## src/rtl/dsp_acc_pkg.sv

```systemverilog
package dsp_acc_pkg;

    typedef enum logic [1:0] {
        OP_SHIFT = 2'd0,
        OP_CLEAR = 2'd1,
        OP_TEST  = 2'd2,
        OP_CMP   = 2'd3
    } acc_op_e;

    typedef enum logic [1:0] {
        SLICE_LO   = 2'd0,
        SLICE_MID  = 2'd1,
        SLICE_HI   = 2'd2,
        SLICE_NONE = 2'd3
    } slice_e;

    typedef struct packed {
        logic acc_sign;
        logic sign;
        logic zero;
    } acc_flags_t;

    localparam int STAT_W         = 16;
    localparam int STAT_ZERO_BIT  = 2;
    localparam int STAT_SIGN_BIT  = 3;
    localparam int STAT_ASIGN_BIT = 4;

endpackage

```

## src/rtl/acc_slice_write.sv

```systemverilog
module acc_slice_write
    import dsp_acc_pkg::*;
#(
    parameter int HI_W  = 8,
    parameter int MID_W = 16,
    parameter int LO_W  = 16
) (
    input  logic                        en_i,
    input  logic                        wide_i,
    input  slice_e                      slice_i,
    input  logic [MID_W-1:0]            data_i,
    input  logic [HI_W+MID_W+LO_W-1:0]  cur_i,
    output logic [HI_W+MID_W+LO_W-1:0]  nxt_o
);
    localparam int MID_LSB = LO_W;
    localparam int HI_LSB  = LO_W + MID_W;

    always_comb begin
        nxt_o = cur_i;
        if (en_i) begin
            case (slice_i)
                SLICE_LO:  nxt_o[LO_W-1:0] = data_i[LO_W-1:0];
                SLICE_MID: begin
                    nxt_o[MID_LSB +: MID_W] = data_i;
                    if (!wide_i) begin
                        nxt_o[HI_LSB +: HI_W] = {HI_W{data_i[MID_W-1]}};
                        nxt_o[LO_W-1:0]       = '0;
                    end
                end
                SLICE_HI:  nxt_o[HI_LSB +: HI_W] = data_i[HI_W-1:0];
                default:   nxt_o = cur_i;
            endcase
        end
    end

endmodule

```

## src/rtl/acc_shifter.sv

```systemverilog
module acc_shifter #(
    parameter int ACC_W = 40,
    parameter int AMT_W = 7
) (
    input  logic [ACC_W-1:0]        val_i,
    input  logic signed [AMT_W-1:0] amt_i,
    input  logic                    arith_i,
    output logic [ACC_W-1:0]        res_o
);
    logic [AMT_W-1:0] mag;

    always_comb begin
        mag = '0 - $unsigned(amt_i);
        if (!amt_i[AMT_W-1]) begin
            res_o = val_i << $unsigned(amt_i);
        end else if (arith_i) begin
            res_o = $unsigned($signed(val_i) >>> mag);
        end else begin
            res_o = val_i >> mag;
        end
    end

endmodule

```

## src/rtl/acc_flag_eval.sv

```systemverilog
module acc_flag_eval
    import dsp_acc_pkg::*;
#(
    parameter int ACC_W = 40,
    parameter int HI_W  = 8
) (
    input  logic [ACC_W-1:0] val_i,
    output acc_flags_t       flags_o
);
    localparam int GUARD_BIT = ACC_W - HI_W - 1;

    always_comb begin
        flags_o.zero     = (val_i == '0);
        flags_o.sign     = val_i[ACC_W-1];
        flags_o.acc_sign = val_i[ACC_W-1] ^ val_i[GUARD_BIT];
    end

endmodule

```

## src/rtl/dsp_acc_pair.sv

```systemverilog
module dsp_acc_pair
    import dsp_acc_pkg::*;
#(
    parameter int HI_W  = 8,
    parameter int MID_W = 16,
    parameter int LO_W  = 16,
    parameter int AMT_W = 7
) (
    input  logic               clk,
    input  logic               rst_n,
    input  logic               stat_mode_i,
    input  logic               wr_en_i,
    input  logic               wr_acc_i,
    input  logic [1:0]         wr_slice_i,
    input  logic [MID_W-1:0]   wr_data_i,
    input  logic               rd_acc_i,
    input  logic [1:0]         rd_slice_i,
    output logic [MID_W-1:0]   rd_data_o,
    input  logic               op_valid_i,
    input  logic [1:0]         op_code_i,
    input  logic               op_acc_i,
    input  logic               op_arith_i,
    input  logic [AMT_W-1:0]   op_amt_i,
    output logic [STAT_W-1:0]  stat_flags_o
);
    localparam int N_ACC   = 2;
    localparam int ACC_W   = HI_W + MID_W + LO_W;
    localparam int MID_LSB = LO_W;
    localparam int HI_LSB  = LO_W + MID_W;

    typedef struct packed {
        logic [N_ACC-1:0][ACC_W-1:0] acc;
        acc_flags_t                  flags;
    } state_t;

    state_t st_d, st_q;

    acc_op_e op_e;
    slice_e  wr_sl, rd_sl;
    assign op_e  = acc_op_e'(op_code_i);
    assign wr_sl = slice_e'(wr_slice_i);
    assign rd_sl = slice_e'(rd_slice_i);

    logic [N_ACC-1:0][ACC_W-1:0] wr_nxt;

    for (genvar g = 0; g < N_ACC; g++) begin : g_wr
        acc_slice_write #(
            .HI_W (HI_W),
            .MID_W(MID_W),
            .LO_W (LO_W)
        ) u_wr (
            .en_i   (wr_en_i && (int'(wr_acc_i) == g)),
            .wide_i (stat_mode_i),
            .slice_i(wr_sl),
            .data_i (wr_data_i),
            .cur_i  (st_q.acc[g]),
            .nxt_o  (wr_nxt[g])
        );
    end

    logic [ACC_W-1:0] shift_res;
    acc_shifter #(
        .ACC_W(ACC_W),
        .AMT_W(AMT_W)
    ) u_shift (
        .val_i  (st_q.acc[op_acc_i]),
        .amt_i  ($signed(op_amt_i)),
        .arith_i(op_arith_i),
        .res_o  (shift_res)
    );

    logic [ACC_W-1:0] cmp_diff, eval_in;
    acc_flags_t       eval_flags;
    assign cmp_diff = st_q.acc[0] - st_q.acc[1];

    always_comb begin
        case (op_e)
            OP_SHIFT: eval_in = shift_res;
            OP_CMP:   eval_in = cmp_diff;
            default:  eval_in = st_q.acc[op_acc_i];
        endcase
    end

    acc_flag_eval #(
        .ACC_W(ACC_W),
        .HI_W (HI_W)
    ) u_flags (
        .val_i  (eval_in),
        .flags_o(eval_flags)
    );

    logic op_owns_acc;
    assign op_owns_acc = op_valid_i && (op_e == OP_SHIFT || op_e == OP_CLEAR);

    always_comb begin
        st_d = st_q;
        for (int i = 0; i < N_ACC; i++) begin
            if (!(op_owns_acc && int'(op_acc_i) == i)) begin
                st_d.acc[i] = wr_nxt[i];
            end
        end
        if (op_valid_i) begin
            case (op_e)
                OP_SHIFT: begin
                    st_d.acc[op_acc_i] = shift_res;
                    st_d.flags         = eval_flags;
                end
                OP_CLEAR: begin
                    st_d.acc[op_acc_i]   = '0;
                    st_d.flags.zero      = 1'b1;
                    st_d.flags.sign      = 1'b0;
                    st_d.flags.acc_sign  = 1'b0;
                end
                default:  st_d.flags = eval_flags;
            endcase
        end
    end

    always_ff @(posedge clk) begin
        if (!rst_n) st_q <= '0;
        else        st_q <= st_d;
    end

    always_comb begin
        case (rd_sl)
            SLICE_LO:  rd_data_o = MID_W'(st_q.acc[rd_acc_i][LO_W-1:0]);
            SLICE_MID: rd_data_o = st_q.acc[rd_acc_i][MID_LSB +: MID_W];
            SLICE_HI:  rd_data_o = {{(MID_W-HI_W){st_q.acc[rd_acc_i][ACC_W-1]}},
                                    st_q.acc[rd_acc_i][HI_LSB +: HI_W]};
            default:   rd_data_o = '0;
        endcase
    end

    always_comb begin
        stat_flags_o                 = '0;
        stat_flags_o[STAT_ZERO_BIT]  = st_q.flags.zero;
        stat_flags_o[STAT_SIGN_BIT]  = st_q.flags.sign;
        stat_flags_o[STAT_ASIGN_BIT] = st_q.flags.acc_sign;
    end


    clear_result_chk: assert property (@(posedge clk) disable iff (!rst_n)
        (op_valid_i && op_e == OP_CLEAR)
        |=> (st_q.acc[$past(op_acc_i)] == '0) && stat_flags_o[STAT_ZERO_BIT]
            && !stat_flags_o[STAT_SIGN_BIT] && !stat_flags_o[STAT_ASIGN_BIT]);


    narrow_load_chk: assert property (@(posedge clk) disable iff (!rst_n)
        (wr_en_i && wr_sl == SLICE_MID && !stat_mode_i
         && !(op_owns_acc && op_acc_i == wr_acc_i))
        |=> (st_q.acc[$past(wr_acc_i)][HI_LSB +: HI_W] == {HI_W{$past(wr_data_i[MID_W-1])}})
            && (st_q.acc[$past(wr_acc_i)][LO_W-1:0] == '0));


    wide_load_chk: assert property (@(posedge clk) disable iff (!rst_n)
        (wr_en_i && wr_sl == SLICE_MID && stat_mode_i
         && !(op_owns_acc && op_acc_i == wr_acc_i))
        |=> (st_q.acc[$past(wr_acc_i)][HI_LSB +: HI_W] == $past(st_q.acc[wr_acc_i][HI_LSB +: HI_W]))
            && (st_q.acc[$past(wr_acc_i)][LO_W-1:0] == $past(st_q.acc[wr_acc_i][LO_W-1:0])));


    cmp_hold_chk: assert property (@(posedge clk) disable iff (!rst_n)
        (op_valid_i && op_e == OP_CMP && !wr_en_i) |=> $stable(st_q.acc));


    test_zero_chk: assert property (@(posedge clk) disable iff (!rst_n)
        (op_valid_i && op_e == OP_TEST && !wr_en_i)
        |=> stat_flags_o[STAT_ZERO_BIT] == (st_q.acc[$past(op_acc_i)] == '0));


    write_keeps_flags_chk: assert property (@(posedge clk) disable iff (!rst_n)
        (wr_en_i && !op_valid_i) |=> $stable(stat_flags_o));

endmodule

```

## config.mk

```make
export PLATFORM = sky130hd
export DESIGN_NAME = dsp_acc_pair
export DESIGN_NICKNAME = d
export VERILOG_FILES = /design/src/rtl/dsp_acc_pkg.sv /design/src/rtl/acc_slice_write.sv /design/src/rtl/acc_shifter.sv /design/src/rtl/acc_flag_eval.sv /design/src/rtl/dsp_acc_pair.sv
export SDC_FILE = /design/constraint.sdc
export NUM_CORES = 1
export LEC_CHECK = 0
export ABC_AREA = 1
export BUFFER_PORTS_ARGS = -buffer_cell sky130_fd_sc_hd__buf_2
export CAP_MARGIN = 20
export CORE_ASPECT_RATIO = 0.5
export CORE_UTILIZATION = 39
export DETAILED_ROUTE_END_ITERATION = 8
export PLACE_DENSITY_LB_ADDON = 0.15
export SLEW_MARGIN = 20
export SYNTH_ARGS = -nofsm -noshare
export SYNTH_HDL_FRONTEND = slang
export SYNTH_SLANG_ARGS = --single-unit
export TNS_END_PERCENT = 100
```

## constraint.sdc

```tcl
create_clock -name clk -period 7.8 [get_ports clk]
set_input_delay 1.56 -clock clk [delete_from_list [all_inputs] [get_ports clk]]
set_output_delay 1.56 -clock clk [all_outputs]
set_load 0.03 [all_outputs]
```

After elaboration in Yosys (flattened, before gate mapping). Cells that the tools add are included.

Bits in registers: 83. Input port bits: 38. Logic and storage cells: 63.

$add $sub $neg: 2. Magnitude comparators: 3. Equality and inequality tests: 6. Shift-type cells: 3. Multiplexer cells: 28. Bitwise gates (word level): 5. Reductions and logical operators: 11.

Operator list (number): 2-to-1 mux 40 bit (11); one-hot mux 80 bit (2 select lines) (1); 2-to-1 mux 83 bit (1); bitwise AND 80 bit (1); bitwise mux 80 bit (1); inverter 80 bit (1); one-hot mux 40 bit (2 select lines) (1); 2-to-1 mux 16 bit (4); one-hot mux 16 bit (2 select lines) (2); one-hot mux 16 bit (3 select lines) (1); demux 40 bit (select 1 bit) (1); logical NOT 40 bit (1); << shifter 40 x 7 -> 40 bit (1); right shift 40 x 7 -> 40 bit (1); >>> shifter 40 x 7 -> 40 bit (1); subtractor 40 bit (1); one-hot mux 8 bit (2 select lines) (2); 2-to-1 mux 8 bit (2); subtractor 1 x 7 -> 7 bit (first input constant) (1); == test 2 x 1 -> 1 bit (second input constant) (3); == test 2 bit (second input constant) (3); logical AND 1 bit (6); logical NOT 2 bit (3); < comparator 1 x 2 -> 1 bit (second input constant) (2); 5 further kinds (6).

Logic depth before layout (Yosys ltp).
Depth after elaboration: 9. Mapped depth: 27.

Modules after synthesis. From an unflattened synthesis, not the netlist that was laid out.

Cell total of the unflattened synthesis: 3057. Area total of the unflattened synthesis: 15376.0 um2.

By module, submodules not included: dsp_acc_pair (times used 1, cells each 1481, area each 8229.1 um2); acc_shifter (times used 1, cells each 1166, area each 5242.5 um2); acc_slice_write (times used 2, cells each 185, area each 869.6 um2); acc_flag_eval (times used 1, cells each 40, area each 165.2 um2).

Worst setup path before layout. No wires, ideal clock.

Path kind: input -> output. Start: input port rd_acc_i. End: output port rd_data_o[10]. Arrival: 2699 ps. Slack: 3541 ps. Cell stages on the path: 4. Cells stage by stage: clkbuf_1 -> clkbuf_1 -> o211ai_1 -> nand3_1.

Longest elaborated chain between the ends: 3.

RTL lines: from (decl) (RTL line dsp_acc_pair.sv:16) `input logic rd_acc_i,`; 2-to-1 mux 40 bit (not written as such) (2 in a row) (RTL line dsp_acc_pair.sv:128) `SLICE_HI: rd_data_o = {{(MID_W-HI_W){st_q.acc[rd_acc_i][ACC_W-1]}},`; one-hot mux 16 bit (3 select lines) (RTL line dsp_acc_pair.sv:125) `case (rd_sl)`; to (decl) (RTL line dsp_acc_pair.sv:18) `output logic [MID_W-1:0] rd_data_o,`.

Every way passes these cells. The select of a mux whose other input is x is not followed.

Worst setup path in the final report.
Start: input port op_amt_i[3]. End: register st_q (netlist bit stat_flags_o[2]).

Longest elaborated chain between the ends: 7. Elaborated cells between the ends (all ways): 9.

RTL lines: from (decl) (RTL line dsp_acc_pair.sv:23) `input logic [AMT_W-1:0] op_amt_i,`; subtractor 1 x 7 -> 7 bit (RTL line acc_shifter.sv:13) `mag = '0 - $unsigned(amt_i);`; right shift 40 x 7 -> 40 bit or >>> shifter 40 x 7 -> 40 bit (tied branches) (RTL line acc_shifter.sv:19, acc_shifter.sv:17); 2-to-1 mux 40 bit (RTL line acc_shifter.sv:16) `end else if (arith_i) begin`; 2-to-1 mux 40 bit (*) (RTL line acc_shifter.sv:14) `if (!amt_i[AMT_W-1]) begin`; one-hot mux 40 bit (2 select lines) (*) (RTL line dsp_acc_pair.sv:77) `case (op_e)`; logical NOT 40 bit (*) (RTL line acc_flag_eval.sv:13) `flags_o.zero = (val_i == '0);`; 2-to-1 mux 3 bit (*) (RTL line dsp_acc_pair.sv:103) `case (op_e)`; to (signal assigned) (RTL line dsp_acc_pair.sv:121) `else st_q <= st_d;`; to (decl) (RTL line dsp_acc_pair.sv:36) `state_t st_d, st_q;`.

Every way passes the cells marked *; elsewhere a longest branch is shown, timed or not. A chain may end at the register's enable or synchronous reset.

==> results.cfg <==
[status]
status = finished clean

[floorplanning]
dieArea_um2 = 37580
die_h_um = 137.6
fp.dieW_um = 273.2
core_um2 = 36050
rows = 49
io_pins = 70
start_util_pct = 39.77

[synthesis]
synthCells = 2737
yosysWarnings = 0
syn_area_per_cell_um2 = 5.238
async_flop_share_pct = 0
synth_flop_cell = dfxtp_1
synth_cell_types = 53
ys_seq_area_share_pct = 11.59
ys_seq_elements = 83
syn_area_um2 = 14340
synth_edf_count = 0

[sta]
fin_setup_tns_ps = 0
skew_ps = 7.975
fmax_mhz = 190.6
drv_slew = 0
setup_viol = 0
worst_pin_slew_ps = 1039
maxSlewHeadroom_pct = 30.47
rsz0062_at_grt = no
post-route-period-util_pct = 67.26
hold_viol_final = 0
fin_crit_ps = 5246
whs_ps = 475.4

[global_route]
grt_usage_pct = 41.30
antenna_found_initial = 2
grt_pass1_vias = 17190
grt_pass1_wl_mm = 114.3
overflow = 0
grt_max_degree = 60

[final_layout]
fillers = 4274
area_growth_pct = 5.062
stdcell_count = 3189
nets = 2786
layout_commonest_cell = nand2_1
final_cell_mix = 839 x nand2_1, 575 x nand3_1, 241 x inv_1, 198 x nor2_1, 183 x a21oi_1
final_layout_size_suffix_gt1_share_pct = 5.880

[clocking]
clockBufferDepth = 2
cts_max_level = 3
clk_pin_slew_ps = 70
cts_buffers = 9
cts_tree = yes
cts_setup_buffers = 0
postCtsHoldBufs = 0
post_cts_resized = 0
cts_sinks = 83
worstSkewPairLatency_ps = 350
root_buffer = clkbuf_16

[route]
vias = 19960
route.detailed.drc = 0
first_pass_iters = 7
wl_per_cell_um = 24.94
drtIter0Drc = 3311
antenna_left = 0
via_per_inst = 6.259
wl_mm = 79.55

[setup_path]
required_ps = 8080
reg2regPathDepth = 22
critPathLaunchType = primary input
end_kind = register
crit_fanout = 42
critical_path_class = in2reg
critPathArrivalTime_ps = 5520

[placement]
gp_congestion = 1.031
place_inst = 3173
dp_hpwl_mm = 64.02
io_buffer_count = 56

[pwr]
p_leak_nw = 7.555
vdd_drop_max_mv = 0.09859
p_per_area_nw_per_um2 = 152.6
power_mw = 2.298

[hold_path]
hp-class = reg2reg
holdPathStages = 2

[job]
drv_cap = 0
==> cell type report <==
class / instances / area (um2) / share of cell area (%)
diodes: 1 / 2.502 / 0.01661
multi-input cells: 2255 / 10970 / 72.80
repair buffers: 87 / 513.0 / 3.406
clock buffers: 14 / 284.0 / 1.886
flip-flops and latches: 83 / 1662 / 11.03
well taps: 484 / 605.6 / 4.020
inverters: 264 / 1001 / 6.645
clock inverters: 1 / 30.03 / 0.1994
==> state kept, by name, summed over array words and instances, names as in the netlist <==
| name | cells |
|---|---|
| st_q | 80 |
| stat_flags_o | 3 |
==> path summary, 6_finish.rpt <==
kind                                      start  slack [ps]               to
worst max-delay path                op_amt_i[3]        2550  stat_flags_o[2]
worst min-delay path            stat_flags_o[4]         480  stat_flags_o[4]
worst max register to register          st_q[3]        3870  stat_flags_o[2]
worst min register to register  stat_flags_o[4]         480  stat_flags_o[4]
==> where the power goes <==
| group | internal (mW) | switching, mW | total, mW | leakage (nW) |
|---|---|---|---|---|
| registers | 0.445 | 0.0216 | 0.466 | 0.676 |
| logic | 0.362 | 1.00 | 1.37 | 6.72 |
| clock network | 0.282 | 0.183 | 0.465 | 0.155 |
| total | 1.09 | 1.21 | 2.30 | 7.56 |
==> critical path: stages <==
cell	delay, ps
buf_2	610
inv_1	90
buf_4	290
nand3_1	220
nand2_1	110
inv_2	630
nand3_1	350
nand3_1	140
o21ai_1	100
o21ai_1	210
nand2_1	270
nor2_1	210
nand2_1	90
nor2_1	110
nand3_1	130
nand2_1	90
nand2_1	50
nand2_1	50
nand2_1	50
a21oi_1	110
==> through the flow <==
stage          utilization (%)  setup slack, ps  cell area (um2)
6_report                 41.78             2554            15060
5_1_grt                  41.78             2435            15060
4_1_cts                  41.78             2751            15060
3_5_place_dp             40.91             2406            14750
3_3_place_gp             40.91             2423            14750
2_1_floorplan                -             3541            14380
==> cell usage after synthesis, types with 14 or more instances <==
cell type	count	area [um2]
a21oi_1	183	915.9
a221oi_1	14	122.6
buf_2	30	150.1
buf_4	21	157.7
clkbuf_1	74	277.8
dfxtp_1	83	1662
ha_1	47	588.1
inv_1	242	908.4
nand2_1	839	3149
nand3_1	575	2878
nand4_1	19	118.9
nor2_1	198	743.2
nor3_1	14	70.07
o211ai_1	35	262.8
o21ai_0	134	670.6
o22ai_1	47	294.0
==> metal layers <==
layer	vias up	global-route usage (%)	share of wire [%]
met2	1344	59.83	40
met1	9338	59.61	44
met3	158	10.46	13
li1	9118	-	-
met5	-	0	0.011
met4	2	11.20	3.0
==> cell families after synthesis <==
| kind of cell | after synthesis | synth area share, % |
|---|---|---|
| buffers and inverters | 411 | 12.32 |
| adders and majority gates | 48 | 4.241 |
| xor gates and xnor gates | 14 | 0.9862 |
| DFF | 83 | 11.59 |
| other | 1 | 0.02616 |
| AOI/OAI and AO/OA | 480 | 19.29 |
| and+or+nand+nor | 1700 | 51.55 |
Power figures use the tool's default switching activity.
